## src/rtl/sbt_pkg.sv

```systemverilog
package sbt_pkg;
    // Which source drives the fetch address
    typedef enum logic [1:0] {
        PATH_DFLT  = 2'd0,
        PATH_SHORT = 2'd1,
        PATH_TALL  = 2'd2
    } path_e;

    localparam int ADDR_W = 16;
    localparam int BYTE_W = 8;
endpackage

```

## src/rtl/sbt_table.sv

```systemverilog
module sbt_table
    import sbt_pkg::*;
#(
    parameter int              NUM_SPR  = 64,
    parameter int              BANK_W   = 16,
    parameter logic [ADDR_W-1:0] WIN_BASE = 16'h4200,
    localparam int             IDX_W    = $clog2(NUM_SPR),
    localparam int             HI_W     = BANK_W - BYTE_W
) (
    input  logic              clk,
    input  logic              rst_n,
    input  logic              cpu_wr,
    input  logic [ADDR_W-1:0] cpu_addr,
    input  logic [BYTE_W-1:0] cpu_wdata,
    input  logic [IDX_W-1:0]  rd_idx,
    output logic [BANK_W-1:0] rd_bank
);
    typedef struct packed {
        logic [NUM_SPR-1:0][BANK_W-1:0] tbl;
    } tbl_st_t;

    tbl_st_t           st_d, st_q;
    logic [ADDR_W-1:0] offs;
    logic              hi_hit, lo_hit;
    logic [IDX_W-1:0]  w_idx;

    always_comb begin
        offs   = cpu_addr - WIN_BASE;
        hi_hit = cpu_wr && (offs < ADDR_W'(NUM_SPR));
        lo_hit = cpu_wr && (offs >= ADDR_W'(NUM_SPR)) && (offs < ADDR_W'(2 * NUM_SPR));
        w_idx  = offs[IDX_W-1:0];
        st_d   = st_q;
        if (hi_hit) st_d.tbl[w_idx][BANK_W-1:BYTE_W] = cpu_wdata[HI_W-1:0];
        if (lo_hit) st_d.tbl[w_idx][BYTE_W-1:0]      = cpu_wdata;
    end

    always_ff @(posedge clk) begin
        if (!rst_n) st_q <= '0;
        else        st_q <= st_d;
    end

    // Read sees the registered value: a same-cycle write is not visible yet
    assign rd_bank = st_q.tbl[rd_idx];


    hi_byte_write_chk: assert property (@(posedge clk) disable iff (!rst_n)
        hi_hit |=> (st_q.tbl[$past(w_idx)][BANK_W-1:BYTE_W] == $past(cpu_wdata[HI_W-1:0]))
                && (st_q.tbl[$past(w_idx)][BYTE_W-1:0] == $past(st_q.tbl[w_idx][BYTE_W-1:0])));


    lo_byte_write_chk: assert property (@(posedge clk) disable iff (!rst_n)
        lo_hit |=> (st_q.tbl[$past(w_idx)][BYTE_W-1:0] == $past(cpu_wdata))
                && (st_q.tbl[$past(w_idx)][BANK_W-1:BYTE_W] == $past(st_q.tbl[w_idx][BANK_W-1:BYTE_W])));


    no_stray_write_chk: assert property (@(posedge clk) disable iff (!rst_n)
        !(hi_hit || lo_hit) |=> $stable(st_q.tbl));
endmodule

```

## src/rtl/sbt_index.sv

```systemverilog
module sbt_index #(
    parameter int IDX_W = 6
) (
    input  logic             clk,
    input  logic             rst_n,
    input  logic             spr_start,
    input  logic [IDX_W-1:0] spr_num,
    output logic [IDX_W-1:0] cur_idx
);
    typedef struct packed {
        logic [IDX_W-1:0] idx;
    } idx_st_t;

    idx_st_t st_d, st_q;

    always_comb begin
        st_d = st_q;
        if (spr_start) st_d.idx = spr_num;
    end

    always_ff @(posedge clk) begin
        if (!rst_n) st_q <= '0;
        else        st_q <= st_d;
    end

    // The starting cycle already uses the new sprite number
    assign cur_idx = spr_start ? spr_num : st_q.idx;


    idx_hold_chk: assert property (@(posedge clk) disable iff (!rst_n)
        !spr_start |=> $stable(st_q.idx));


    idx_load_chk: assert property (@(posedge clk) disable iff (!rst_n)
        spr_start |=> st_q.idx == $past(spr_num));
endmodule

```

## src/rtl/sbt_addr.sv

```systemverilog
module sbt_addr
    import sbt_pkg::*;
#(
    parameter int BANK_W = 16,
    parameter int PAT_AW = 13,
    localparam int OUT_W    = BANK_W + PAT_AW,
    localparam int SHORT_SH = PAT_AW - 1,
    localparam int TALL_SH  = PAT_AW
) (
    input  logic              clk,
    input  logic              rst_n,
    input  logic              ext_on,
    input  logic              render_on,
    input  logic              obj_phase,
    input  logic              tall_spr,
    input  logic [BANK_W-1:0] bank,
    input  logic [PAT_AW-1:0] pat_addr,
    input  logic [OUT_W-1:0]  dflt_addr,
    output logic [OUT_W-1:0]  fetch_addr
);
    typedef struct packed {
        logic [OUT_W-1:0] addr;
    } out_st_t;

    out_st_t          st_d, st_q;
    path_e            path;
    logic [OUT_W-1:0] bank_w, pat_w;

    always_comb begin
        bank_w = OUT_W'(bank);
        pat_w  = OUT_W'(pat_addr);
        path   = PATH_DFLT;
        if (ext_on && render_on && obj_phase)
            path = tall_spr ? PATH_TALL : PATH_SHORT;
        st_d = st_q;
        case (path)
            PATH_SHORT: st_d.addr = (bank_w << SHORT_SH) + pat_w;
            PATH_TALL:  st_d.addr = (bank_w << TALL_SH) + pat_w;
            default:    st_d.addr = dflt_addr;
        endcase
    end

    always_ff @(posedge clk) begin
        if (!rst_n) st_q <= '0;
        else        st_q <= st_d;
    end

    assign fetch_addr = st_q.addr;


    short_addr_chk: assert property (@(posedge clk) disable iff (!rst_n)
        (ext_on && render_on && obj_phase && !tall_spr)
        |=> fetch_addr == ((OUT_W'($past(bank)) << SHORT_SH) + OUT_W'($past(pat_addr))));


    tall_addr_chk: assert property (@(posedge clk) disable iff (!rst_n)
        (ext_on && render_on && obj_phase && tall_spr)
        |=> fetch_addr == ((OUT_W'($past(bank)) << TALL_SH) + OUT_W'($past(pat_addr))));


    pass_through_chk: assert property (@(posedge clk) disable iff (!rst_n)
        !(ext_on && render_on && obj_phase) |=> fetch_addr == $past(dflt_addr));
endmodule

```

## src/rtl/spr_bank_xlate.sv

```systemverilog
module spr_bank_xlate
    import sbt_pkg::*;
#(
    parameter int                NUM_SPR  = 64,
    parameter int                BANK_W   = 16,
    parameter int                PAT_AW   = 13,
    parameter logic [ADDR_W-1:0] WIN_BASE = 16'h4200,
    localparam int               IDX_W    = $clog2(NUM_SPR),
    localparam int               OUT_W    = BANK_W + PAT_AW
) (
    input  logic              clk,
    input  logic              rst_n,
    input  logic              cpu_wr,
    input  logic [ADDR_W-1:0] cpu_addr,
    input  logic [BYTE_W-1:0] cpu_wdata,
    input  logic              cfg_wr,
    input  logic              cfg_ext_mode,
    input  logic              render_on,
    input  logic              obj_phase,
    input  logic              tall_spr,
    input  logic              spr_start,
    input  logic [IDX_W-1:0]  spr_num,
    input  logic [PAT_AW-1:0] pat_addr,
    input  logic [OUT_W-1:0]  dflt_addr,
    output logic [OUT_W-1:0]  fetch_addr
);
    typedef struct packed {
        logic ext;
    } cfg_st_t;

    cfg_st_t           cfg_d, cfg_q;
    logic [IDX_W-1:0]  cur_idx;
    logic [BANK_W-1:0] cur_bank;

    always_comb begin
        cfg_d = cfg_q;
        if (cfg_wr) cfg_d.ext = cfg_ext_mode;
    end

    always_ff @(posedge clk) begin
        if (!rst_n) cfg_q <= '0;
        else        cfg_q <= cfg_d;
    end


    cfg_load_chk: assert property (@(posedge clk) disable iff (!rst_n)
        cfg_wr |=> cfg_q.ext == $past(cfg_ext_mode));

    sbt_index #(.IDX_W(IDX_W)) u_index (
        .clk       (clk),
        .rst_n     (rst_n),
        .spr_start (spr_start),
        .spr_num   (spr_num),
        .cur_idx   (cur_idx)
    );

    sbt_table #(.NUM_SPR(NUM_SPR), .BANK_W(BANK_W), .WIN_BASE(WIN_BASE)) u_table (
        .clk       (clk),
        .rst_n     (rst_n),
        .cpu_wr    (cpu_wr),
        .cpu_addr  (cpu_addr),
        .cpu_wdata (cpu_wdata),
        .rd_idx    (cur_idx),
        .rd_bank   (cur_bank)
    );

    sbt_addr #(.BANK_W(BANK_W), .PAT_AW(PAT_AW)) u_addr (
        .clk        (clk),
        .rst_n      (rst_n),
        .ext_on     (cfg_q.ext),
        .render_on  (render_on),
        .obj_phase  (obj_phase),
        .tall_spr   (tall_spr),
        .bank       (cur_bank),
        .pat_addr   (pat_addr),
        .dflt_addr  (dflt_addr),
        .fetch_addr (fetch_addr)
    );
endmodule

```

## config.mk

```make
export PLATFORM = sky130hd
export DESIGN_NAME = spr_bank_xlate
export DESIGN_NICKNAME = d
export VERILOG_FILES = /design/src/rtl/sbt_pkg.sv /design/src/rtl/sbt_table.sv /design/src/rtl/sbt_index.sv /design/src/rtl/sbt_addr.sv /design/src/rtl/spr_bank_xlate.sv
export SDC_FILE = /design/constraint.sdc
export NUM_CORES = 2
export LEC_CHECK = 0
export ABC_AREA = 1
export CAP_MARGIN = 40
export CORE_ASPECT_RATIO = 2
export CORE_UTILIZATION = 59
export DETAILED_ROUTE_END_ITERATION = 8
export DONT_BUFFER_PORTS = 1
export PLACE_DENSITY = 0.76
export SLEW_MARGIN = 10
export SYNTH_ARGS = -nofsm -noshare
export SYNTH_HDL_FRONTEND = slang
export SYNTH_SLANG_ARGS = --single-unit
```

## constraint.sdc

```tcl
create_clock -name clk -period 9.8 [get_ports clk]
set_input_delay 1.96 -clock clk [delete_from_list [all_inputs] [get_ports clk]]
set_output_delay 1.96 -clock clk [all_outputs]
set_load 0.005 [all_outputs]
```

## Yosys cells after proc, flatten, opt, wreduce, memory -nomap -nowiden

Cells that the tools add are included.

- Add/sub/neg operators: 3
- Multipliers: 0
- Div/mod/pow operators: 0
- Order comparisons: 6
- Eq/ne operators: 2
- Shift-type cells: 0
- Mux-type cells: 14
- Bitwise gates (word level): 0
- Reductions and logical operators: 6

Operators with widths:

| operator | number |
|---|---|
| $bwmux W1024 | 2 |
| $mux W1024 | 2 |
| $demux W16 S6 | 2 |
| $bmux W16 S6 | 1 |
| $pmux W29 S2 | 1 |
| $mux W16 | 2 |
| $add A28 B13 Y29 | 1 |
| $add A29 B13 Y29 | 1 |
| $ge A16 B7 Y1 const B | 1 |
| $lt A16 B7 Y1 const B | 1 |
| $lt A16 B8 Y1 const B | 1 |
| $sub A16 B15 Y16 const B | 1 |
| $lt A6 B7 Y1 const B | 2 |
| $mux W8 | 1 |
| $ge A6 B1 Y1 const B | 1 |
| $logic_and A1 B1 Y1 | 6 |
| $mux W6 | 1 |
| $mux W2 | 2 |
| $eq A2 B1 Y1 const B | 1 |
| $eq A2 B2 Y1 const B | 1 |

- Bits in registers: 1060
- Bits in latches: 0
- Memory bits (writable): 0
- Memory bits (read-only): 0
- Output and inout bits: 29
- Memories: 0

## Depth between registers and ports, before layout

- Depth after elaboration: 9
- Mapped depth: 25

## Cells and area by module

Synthesis repeated with hierarchy kept, for this count alone.

- Cells, all modules: 8350
- Area, all modules: 52316.4 um^2

By module, submodules not included:

| module | times used | cells each | area an instance (um^2) | seq. area each (um^2) |
|---|---|---|---|---|
| sbt_table | 1 | 8066 | 50405.8 | 20499.7 |
| sbt_addr | 1 | 228 | 1581.5 | 580.6 |
| sbt_index | 1 | 50 | 287.8 | 120.1 |
| spr_bank_xlate | 1 | 6 | 41.3 | 20.0 |

## Least setup slack after synthesis

OpenSTA, ideal clock, no wires.

- Path kind: input -> register
- From: input port spr_start
- To: register u_addr.st_q (netlist bit u_addr.fetch_addr[24])
- Arrival time: 4.420 ns
- Slack: 5.247 ns
- Stages on the path: 20
- Path through: buf_6 -> o21ai_2 -> inv_2 -> buf_2 -> clkbuf_1 -> buf_2 -> o311ai_1 -> nand3_1 -> nand3_1 -> nand2_1 -> inv_2 -> ha_1 -> ha_1 -> inv_1 -> nor2_2 -> nand2_1 -> nor2_2 -> nand3_1 -> nand3_1 -> a21oi_1

- Cells in the longest elaborated chain, start to end: 5

Ends and longest elaborated chain:

| what | line | source |
|---|---|---|
| from (decl) | spr_bank_xlate.sv:21 | `input logic spr_start,` |
| $mux W6 (*) | sbt_index.sv:27 | `assign cur_idx = spr_start ? spr_num : st_q.idx;` |
| $bmux W16 S6 (*) | sbt_table.sv:43 | `assign rd_bank = st_q.tbl[rd_idx];` |
| $mux W16 (not written as such) (*) | sbt_table.sv:43 |  |
| $add A29 B13 Y29 or $add A28 B13 Y29 (tied branches) | sbt_addr.sv:38, sbt_addr.sv:37 |  |
| $pmux W29 S2 (*) | sbt_addr.sv:36 | `case (path)` |
| to (signal assigned) | sbt_addr.sv:45 | `else st_q <= st_d;` |
| to (decl) | sbt_addr.sv:25 | `out_st_t st_d, st_q;` |

Every way passes the cells marked *; elsewhere a longest branch is shown, timed or not. The select of a mux whose other input is x is not followed.
A chain may end at the register's enable or synchronous reset.

## Worst setup path in the final report

- From: input port spr_num[2]
- To: register u_addr.st_q (netlist bit u_addr.fetch_addr[26])

- Cells in the longest elaborated chain, start to end: 5

Ends and longest elaborated chain:

| what | line | source |
|---|---|---|
| from (decl) | spr_bank_xlate.sv:22 | `input logic [IDX_W-1:0] spr_num,` |
| $mux W6 (*) | sbt_index.sv:27 |  |
| $bmux W16 S6 (*) | sbt_table.sv:43 |  |
| $mux W16 (not written as such) (*) | sbt_table.sv:43 |  |
| $add A29 B13 Y29 or $add A28 B13 Y29 (tied branches) | sbt_addr.sv:38, sbt_addr.sv:37 |  |
| $pmux W29 S2 (*) | sbt_addr.sv:36 |  |

Marks and branches as above.

==> impl_metrics.toml <==
[yosys]
yosysTopAreaCell = "dfxtp_1"
synth_area_per_cell_sq_um = 7.230
yosysTopAreaCellShare = 0.4663
syn-cell-area_sq_um = 45510
synth-seq-cells = 1060
synth.area.top_cells = "dfxtp_1 (47%), o21ai_0 (12%), a21oi_1 (12%)"
yosys.cell_types.count = 31
yosysWarningCount = 0
synth_fp_nets = 6378
synth_seq_area_share = 0.4663
synth_cells = 6294

[routing]
final_antenna_net_count = 0
drtPass1Iterations = 8
vias_per_cell = 6.279
wl_per_cell_microns = 20.62
drc = 0
drtIter0Drc = 5419
dr_total_vias = 44210
totalWireLength_microns = 145200

[clocking]
cts_tree = "done"
cts.sinks = 1060
cts-htree-levels = 3
cts.path.max_buffers = 3
cts_resized = 0
hold_buffers = 0
ctsRootBufferMaster = "clkbuf_16"
clk_pin_slew_ns = 0.07
postCtsSetupRepairBufs = 0
clk_latency_ns = 0.67
cts_buffers = 89

[power_and_ir_drop]
leakagePower_nw = 17.99
ir_worst_vdd_mv = 0.1387
p_per_area_nw_per_um2 = 182.5

[status]
status = "finished, violations left"
violations = "slew limit"

[floorplan]
core-area_sq_um = 76220
start_util = 0.5970
io_pins = 110
dieWidth_microns = 198.4
die_h_microns = 394.8
fp.dieArea_sq_um = 78310
num_rows = 143

[worst_setup_path]
ff2ff_path_depth = 20
r2r-end = "u_addr.fetch_addr[26]$_SDFF_PN0_"
cp_top_family = "buffers and inverters"
crit_chain = "nand2_1 -> o21ai_4 -> buf_12 -> inv_4 -> buf_4 -> nand3_1 -> nand3_1 -> nand3_1 -> nand3_1 -> nand2_1 -> inv_1 -> ha_1 -> inv_1 -> nor2_2 -> nand2_1 -> nor2_1 -> nand2_1 -> nand2_1 -> nand3_1 -> a21oi_1"
crit_type = "in -> reg"
crit_buf_inv = 5
r2r_start = "u_index.st_q[2]$_SDFF_PN0_"
arrival_ns = 6.09
critPathMaxStageDelay_ns = 0.76
crit_path_end_kind = "register"
required_ns = 10.41
cp_max_fo = 127
r2r_setup_slack_ns = 5.35
cpMaxStageDelayCell = "inv_4"
start_kind = "primary input"

[global_route]
grt_pass1_vias = 41170
grt_antenna_before_repair = 0
grtUsageTotal = 0.3639
grt.overflow.total = 0
grt_pass1_wl_microns = 225700
grt_max_degree = 1041

[min_path]
min-delay-path-class = "reg -> reg"
min-delay-start = "u_table.st_q[303]$_SDFFE_PN0P_"
min_path_cells = 2
whs_endpoint = "u_table.st_q[303]$_SDFFE_PN0P_"

[place]
gpl.final_weighted_congestion = 0.9305
dpl.hpwl_microns = 84220
portBuffers = 0

[timing]
max_slew_margin = -0.06725
finalCritPeriodShare = 0.5590
hold_viol = 0
tightest_slew_ns = 1.601
max_clock_freq_mhz = 182.5
final_max_slew_viol_count = 247
period_minus_slack_ns = 5.478
fin_hold_ws_ns = 0.5381
final.setup.tns_ns = 0
finClkSkew_ns = 0.01952
setup_violations = 0
grt_setup_unrepaired = "false"

[final_layout]
seqCellArea_sq_um = 21220
drive_gt1_frac = 0.05825
nets = 6036
antenna_cells = 0
area_delta_synth_final_pct = 7.347
fill_cells = 6762
multi_input_area_sq_um = 21000

[job]
max-cap-violations = 0
==> worst reg2reg max path, stage by stage, from the launching register on <==
cell	delay (ns)
dfxtp_1	0.30
inv_1	0.08
o21ai_4	0.06
buf_12	0.31
inv_4	0.82
buf_4	0.70
nand3_1	0.30
nand3_1	0.14
nand3_1	0.09
nand3_1	0.18
nand2_1	0.15
inv_1	0.12
ha_1	0.15
inv_1	0.05
nor2_2	0.18
nand2_1	0.10
nor2_1	0.28
nand2_1	0.09
nand2_1	0.06
nand3_1	0.08
a21oi_1	0.13
==> power breakdown <==
group / internal (W) / leakage [nW] / total (W) / switching [W]
combinational: 0.000178 / 7.93 / 0.000787 / 0.000610
sequential: 0.00431 / 8.54 / 0.00432 / 0.00000564
clock: 0.00213 / 1.52 / 0.00381 / 0.00167
==> per-stage QoR <==
stage | std cells | area (sq um) | worst slack [ns] | total power, W | util
2_1_floorplan | 6294 | 45510 | 5.247 | 0.004946 | -
3_5_place_dp | 6870 | 45660 | 3.831 | 0.005124 | 0.5990
5_1_grt | 7041 | 48850 | 4.057 | 0.009145 | 0.6409
6_report | 7041 | 48850 | 4.322 | 0.008915 | 0.6409
3_3_place_gp | 6749 | 44590 | 3.846 | 0.005109 | 0.5850
4_1_cts | 7035 | 48750 | 4.501 | 0.008866 | 0.6396
==> area by class of cell <==
class,count,share of cell area
clock inverter,42,0.01071
multi-input combinational,4446,0.4298
tap,1015,0.02600
inverter,187,0.01483
sequential,1060,0.4344
clock buffer,123,0.05256
timing repair buffer,168,0.03173
==> sequential cells by signal, summed over array words and instances, names as in the netlist <==
register,count
cfg_q,1
u_table.st_q,1024
u_addr.fetch_addr,29
u_index.st_q,6
==> layout by cell type (no fill, tap or decap), drive strengths merged <==
cell type | synthesis | routed
a21oi | 1059 | 1059
a31oi | 4 | 4
buf | 208 | 168
bufinv | 0 | 11
clkbuf | 393 | 123
clkinv | 0 | 20
clkinvlp | 0 | 6
dfxtp | 1060 | 1060
ha | 3 | 3
inv | 187 | 192
nand2 | 974 | 974
nand3 | 1016 | 1016
nand3b | 2 | 2
nand4 | 1 | 1
nor2 | 238 | 238
nor3 | 19 | 19
nor3b | 1 | 1
nor4 | 1 | 1
nor4b | 1 | 1
o211ai | 34 | 34
o21ai | 1089 | 1089
o311ai | 1 | 1
or2 | 1 | 1
xor2 | 2 | 2
==> worst max path at each step <==
stage               start                               end  slack [ns]  cells after the start
2_1_floorplan   spr_start  u_addr.fetch_addr[24]$_SDFF_PN0_        5.25                     20
3_3_place_gp    spr_start  u_addr.fetch_addr[26]$_SDFF_PN0_        3.85                     23
3_5_place_dp    spr_start  u_addr.fetch_addr[26]$_SDFF_PN0_        3.83                     23
4_1_cts         spr_start  u_addr.fetch_addr[26]$_SDFF_PN0_        4.50                     23
5_1_grt         spr_start  u_addr.fetch_addr[24]$_SDFF_PN0_        4.06                     23
6_report       spr_num[2]  u_addr.fetch_addr[26]$_SDFF_PN0_        4.32                     20
==> cell usage after synthesis, drive strengths merged <==
master,n
a21oi,1059
a31oi,4
buf,208
clkbuf,393
dfxtp,1060
ha,3
inv,187
nand2,974
nand3,1016
nand3b,2
nand4,1
nor2,238
nor3,19
nor3b,1
nor4,1
nor4b,1
o211ai,34
o21ai,1089
o311ai,1
or2,1
xor2,2
==> routing by layer <==
| metal | GRT usage | up-vias | part of all wire |
|---|---|---|---|
| met5 | 0 | - | 0 |
| met4 | 0.2824 | 0 | 0.081 |
| met3 | 0.06691 | 547 | 0.080 |
| met2 | 0.5962 | 2169 | 0.47 |
| met1 | 0.4146 | 20610 | 0.36 |
| li1 | - | 20880 | - |
==> logic make-up after synthesis <==
| logic type | Yosys count | share of synthesized area |
|---|---|---|
| AOI/OAI and AO/OA | 2187 | 0.2427 |
| DFF | 1060 | 0.4663 |
| adders and majority gates | 3 | 0.0008249 |
| and+or+nand+nor | 2254 | 0.2160 |
| xor gates and xnor gates | 2 | 0.0003850 |
| buffers and inverters | 788 | 0.07374 |
No activity file was read; power rests on OpenSTA's default activity.
